**config.mk**
```make
export PLATFORM = sky130hd
export DESIGN_NAME = tx_ring_fetch
export DESIGN_NICKNAME = d
export VERILOG_FILES = /design/src/rtl/tx_ring_fetch.sv
export SDC_FILE = /design/constraint.sdc
export NUM_CORES = 1
export LEC_CHECK = 0
export ABC_AREA = 0
export BUFFER_PORTS_ARGS = -buffer_cell sky130_fd_sc_hd__buf_4
export CAP_MARGIN = 5
export CORE_AREA = 2 2 120 122
export DETAILED_ROUTE_END_ITERATION = 6
export DIE_AREA = 0 0 122 124
export PLACE_DENSITY = 0.75
export RECOVER_POWER = 25
export SYNTH_ARGS = -nofsm -noshare
export SYNTH_HDL_FRONTEND = slang
export SYNTH_SLANG_ARGS = --single-unit
```
**constraint.sdc**
```tcl
create_clock -name clk -period 3.2 [get_ports clk]
set_input_delay 0 -clock clk [delete_from_list [all_inputs] [get_ports clk]]
set_output_delay 0 -clock clk [all_outputs]
set_load 0.01 [all_outputs]
```
**src/rtl/tx_ring_fetch.sv**
```systemverilog
module tx_ring_fetch #(
  parameter int OFF_W = 12
) (
  input  logic        clk,
  input  logic        rst_n,
  input  logic [63:0] ring_base,
  input  logic        poll_wr,
  input  logic [7:0]  poll_data,
  output logic        mem_req,
  output logic        mem_we,
  output logic [63:0] mem_addr,
  output logic [31:0] mem_wdata,
  input  logic [31:0] mem_rdata,
  output logic        tx_valid,
  input  logic        tx_ready,
  output logic [63:0] tx_addr,
  output logic [15:0] tx_len,
  input  logic        tx_done,
  output logic [15:0] int_flags
);
  localparam int STEP = 16;
  localparam int OK_BIT = 2;
  localparam int ERR_BIT = 3;
  localparam int NODESC_BIT = 7;

  typedef enum logic [2:0] {IDLE, RCTL, CHK, RLO, RHI, SEND, WAIT, WB} st_t;

  st_t              st;
  logic [OFF_W-1:0] off;
  logic [31:0]      ctrl, alo, ahi;
  logic             pend, err;

  wire        own      = mem_rdata[31];
  wire        whole    = mem_rdata[29] & mem_rdata[28];
  wire [63:0] desc_at  = {ring_base[63:8], 8'h00} + {{(64-OFF_W){1'b0}}, off};

  assign mem_req   = (st == RCTL) || (st == CHK && own && whole) || (st == RLO) || (st == WB);
  assign mem_we    = (st == WB);
  assign mem_addr  = desc_at + ((st == CHK) ? 64'd8 : (st == RLO) ? 64'd12 : 64'd0);
  assign mem_wdata = {1'b0, ctrl[30:0]};
  assign tx_valid  = (st == SEND);
  assign tx_addr   = {ahi, alo};
  assign tx_len    = ctrl[15:0];

  always_comb begin
    int_flags = '0;
    int_flags[OK_BIT]     = (st == WB) && !err;
    int_flags[ERR_BIT]    = (st == WB) && err;
    int_flags[NODESC_BIT] = (st == CHK) && !own;
  end

  always_ff @(posedge clk) begin
    if (!rst_n) begin
      st   <= IDLE;
      off  <= '0;
      ctrl <= '0;
      alo  <= '0;
      ahi  <= '0;
      pend <= 1'b0;
      err  <= 1'b0;
    end else begin
      if (st == IDLE && pend) pend <= 1'b0;
      if (poll_wr && poll_data[6]) pend <= 1'b1;
      case (st)
        IDLE: if (pend) st <= RCTL;
        RCTL: st <= CHK;
        CHK: begin
          ctrl <= mem_rdata;
          err  <= !whole;
          if (!own)       st <= IDLE;
          else if (whole) st <= RLO;
          else            st <= WB;
        end
        RLO: begin alo <= mem_rdata; st <= RHI; end
        RHI: begin ahi <= mem_rdata; st <= SEND; end
        SEND: if (tx_ready) st <= WAIT;
        WAIT: if (tx_done) st <= WB;
        WB: begin
          off <= ctrl[30] ? '0 : off + OFF_W'(STEP);
          st  <= RCTL;
        end
        default: st <= IDLE;
      endcase
    end
  end
endmodule


```
==> impl_metrics.env <==
export IMPL_die_width_um=122
export IMPL_final_cells=1182
export IMPL_fp_dieH_um=124
export IMPL_cts_sinks=108
export IMPL_root_buffer="clkbuf_16"
export IMPL_clk_path_buf_depth=2
export IMPL_start_util=0.416
export IMPL_pwr_share_comb=0.159
export IMPL_cts_setup_buffers=0
export IMPL_post_route_util=0.591
export IMPL_synth_enable_flop_cells=0
export IMPL_drtIter0Drc=298
export IMPL_grt_max_degree=102
export IMPL_skew_ns=0.00804
export IMPL_layout_drive_gt1_share=0.233
export IMPL_htree_levels=3
export IMPL_drtAntennaViolNets=0
export IMPL_p_leak_nw=3.20
export IMPL_yosys_area_top_type="dfxtp_1"
export IMPL_synth_avg_cell_area_sq_um=7.84
export IMPL_cts_tree="yes"
export IMPL_cp_cell_sequence="ha_1 > o21a_1 > o2111ai_1 > a21oi_2 > nand3_1 > xnor2_1 > buf_4"
export IMPL_power_density_mw_per_mm2=377
export IMPL_grt_first_pass_wirelength_um=28000
export IMPL_multi_input_area_sq_mm=0.00319
export IMPL_grt_total_usage=0.237
export IMPL_drcViolationCount=0
export IMPL_p_int_mw=2.31
export IMPL_dpl_cell_count=1131
export IMPL_antenna_cells=0
export IMPL_routed_wl_um=18400
export IMPL_hold_viol=0
export IMPL_core_area_sq_mm=0.0137
export IMPL_cp_data_required_time_ns=3.20
export IMPL_dieArea_sq_mm=0.0151
export IMPL_pwr_share_clk=0.385
export IMPL_final_nets=1112
export IMPL_cp_num_buf_inv=1
export IMPL_ys_seq_area_frac=0.379
export IMPL_reg2reg_slack_ns=0.97
export IMPL_hp_class="input port to register"
export IMPL_cts_reportedPaths_clkPinSlew_ns=0.07
export IMPL_finalCriticalPeriod_ns=2.67
export IMPL_finalSetupViolations=0
export IMPL_clock_fmax_ghz=0.374
export IMPL_critPathArrivalTime_ns=2.67
export IMPL_dp_hpwl_um=13600
export IMPL_start_kind="register"
export IMPL_dr_pass1_iters=4
export IMPL_num_rows=43
export IMPL_sequentialPowerShare=0.456
export IMPL_endpoint_kind="output pin"
export IMPL_synth_area_sq_mm=0.00571
export IMPL_crit_fanout=18
export IMPL_synthesis_instances=728
export IMPL_crit_type="register to output pin"
export IMPL_grt_pass1_vias=5500
export IMPL_max_slew_margin=0.426
export IMPL_fill_cells=1339
export IMPL_synthDominantCellAreaShare=0.379
export IMPL_overflow=0
export IMPL_period_share=0.836
export IMPL_ys_warn_count=0
export IMPL_io_pins=304
export IMPL_viasPerCell=4.93
export IMPL_wl_per_cell_um=15.6
export IMPL_drv_cap=0
export IMPL_worst_slew_pin_slew_ns=0.861
export IMPL_register_area_sq_mm=0.00216
export IMPL_gp_congestion=0.864
export IMPL_worstSkewPairLatency_ns=0.34
export IMPL_synth_ff_type="dfxtp_1"
export IMPL_numCtsBuffers=9
export IMPL_synth_seq_cells=108
export IMPL_max_stage_delay_ns=0.67
export IMPL_swShare=0.245
export IMPL_synthTopCellsByArea="dfxtp_1 (38%), nand2_1 (15%), a21boi_0 (13%)"
export IMPL_syn2layout_area_growth_pct=42.0
export IMPL_slew_viol_final=0
export IMPL_ys_async_sr_fraction=0
export IMPL_rsz0062_at_grt="false"
export IMPL_ir_drop_mv=0.223
export IMPL_port_buffers=272
export IMPL_p_switching_uw=751
export IMPL_ys_types=48
export IMPL_status="finished clean"
export IMPL_antenna_found_initial=0
export IMPL_vias=5828
export IMPL_slowest_stage="a21oi_2"
export IMPL_fin_tns_setup_ns=0
export IMPL_cp_top_family="compound AO/OA/AOI/OAI gates"
[power by group through the flow]
stage,sequential (mW),clock [mW],combinational (mW)
floorplan,1.43,0,0.200
global placement,1.43,0,0.463
detailed placement,1.43,0,0.466
CTS,1.40,1.20,0.500
global route,1.40,1.26,0.529
finish,1.40,1.18,0.487
[final cells by class]
class | instances | area share
multi-input combinational | 556 | 0.393
timing repair buffer | 313 | 0.269
sequential | 108 | 0.267
clock buffer | 11 | 0.0287
tap | 180 | 0.0278
clock inverter | 5 | 0.0102
inverter | 9 | 0.00416
[Yosys cell counts (2+ instances only)]
cell      number
xnor2_1       46
a21oi_1        9
a21boi_0      97
nand3_1       32
nor3_2         3
xor2_1        18
ha_1           6
clkbuf_1      36
o21ai_0        7
nor3_1        10
nand2_1      223
and3_1         6
a21o_1         2
buf_4         32
and4_1         7
nand4_1       19
or3_1          2
dfxtp_1      108
nor2_1        22
nor2b_1        3
and2_1         6
inv_1          8
[worst register-to-register path: stages, from the launching register on]
cell	delay, ns
dfxtp_1	0.58
nor2b_1	0.39
nor2b_4	0.65
buf_4	0.31
nand2_1	0.08
a21boi_0	0.15
[sequential cells by signal (all words and copies together), names as in the netlist]
signal  flops
ahi        32
alo        32
ctrl       31
off         8
st          3
err         1
pend        1
[cells in the final DEF, fill, tap and decap left out, types with 17 or more instances in the layout]
cell type	count
nand2_1	223
buf_4	206
dfxtp_1	108
a21boi_0	97
clkbuf_1	73
xnor2_1	46
dlygate4sd3_1	35
nand3_1	32
nor2_1	22
nand4_1	19
xor2_1	18
conb_1	17
[routing by layer]
metal,global-route usage,vias up,part of all wire
met1,0.247,2638,0.37
met4,0.0869,0,0.028
met3,0.0824,34,0.094
met2,0.439,251,0.51
li1,-,2905,-
met5,0,-,0
[what timing repair did]
action,in CTS,in global routing
hold endpoints to repair,97,0
hold buffers,35,0
gates resized for setup,0,0
[metrics by stage]
stage / area [sq um] / worst slack (ns) / power [mW] / hold WS [ns]
6_report: 8110 / 0.525 / 3.06 / 0.0206
5_1_grt: 8110 / 0.344 / 3.19 / 0.0945
4_1_cts: 8380 / 0.544 / 3.10 / 0.0163
3_5_place_dp: 7710 / 0.906 / 1.89 / 0.279
3_3_place_gp: 7710 / 0.957 / 1.89 / 0.279
2_1_floorplan: 5770 / 1.38 / 1.63 / 0.0475
[logic make-up (layout without fill, tap and decap cells)]
| logic type | after synthesis | count (layout) | share of synthesized area |
|---|---|---|---|
| compound gates | 126 | 126 | 0.160 |
| xor+xnor | 64 | 64 | 0.0982 |
| fa+ha+maj | 6 | 6 | 0.0131 |
| buf+inv | 80 | 338 | 0.0752 |
| flops | 108 | 108 | 0.379 |
| other cells | 1 | 17 | 0.000657 |
| simple gates | 343 | 343 | 0.275 |
[path summary, 6_finish.rpt]
path | cells past startpoint | from | end
setup / recovery | 7 | off[11] | mem_addr[62]
hold / removal | 5 | tx_done | st[0]
setup reg to reg | 5 | st[1] | ctrl[10]
hold reg to reg | 2 | alo[28] | alo[28]
Power figures use the tool's default switching activity.
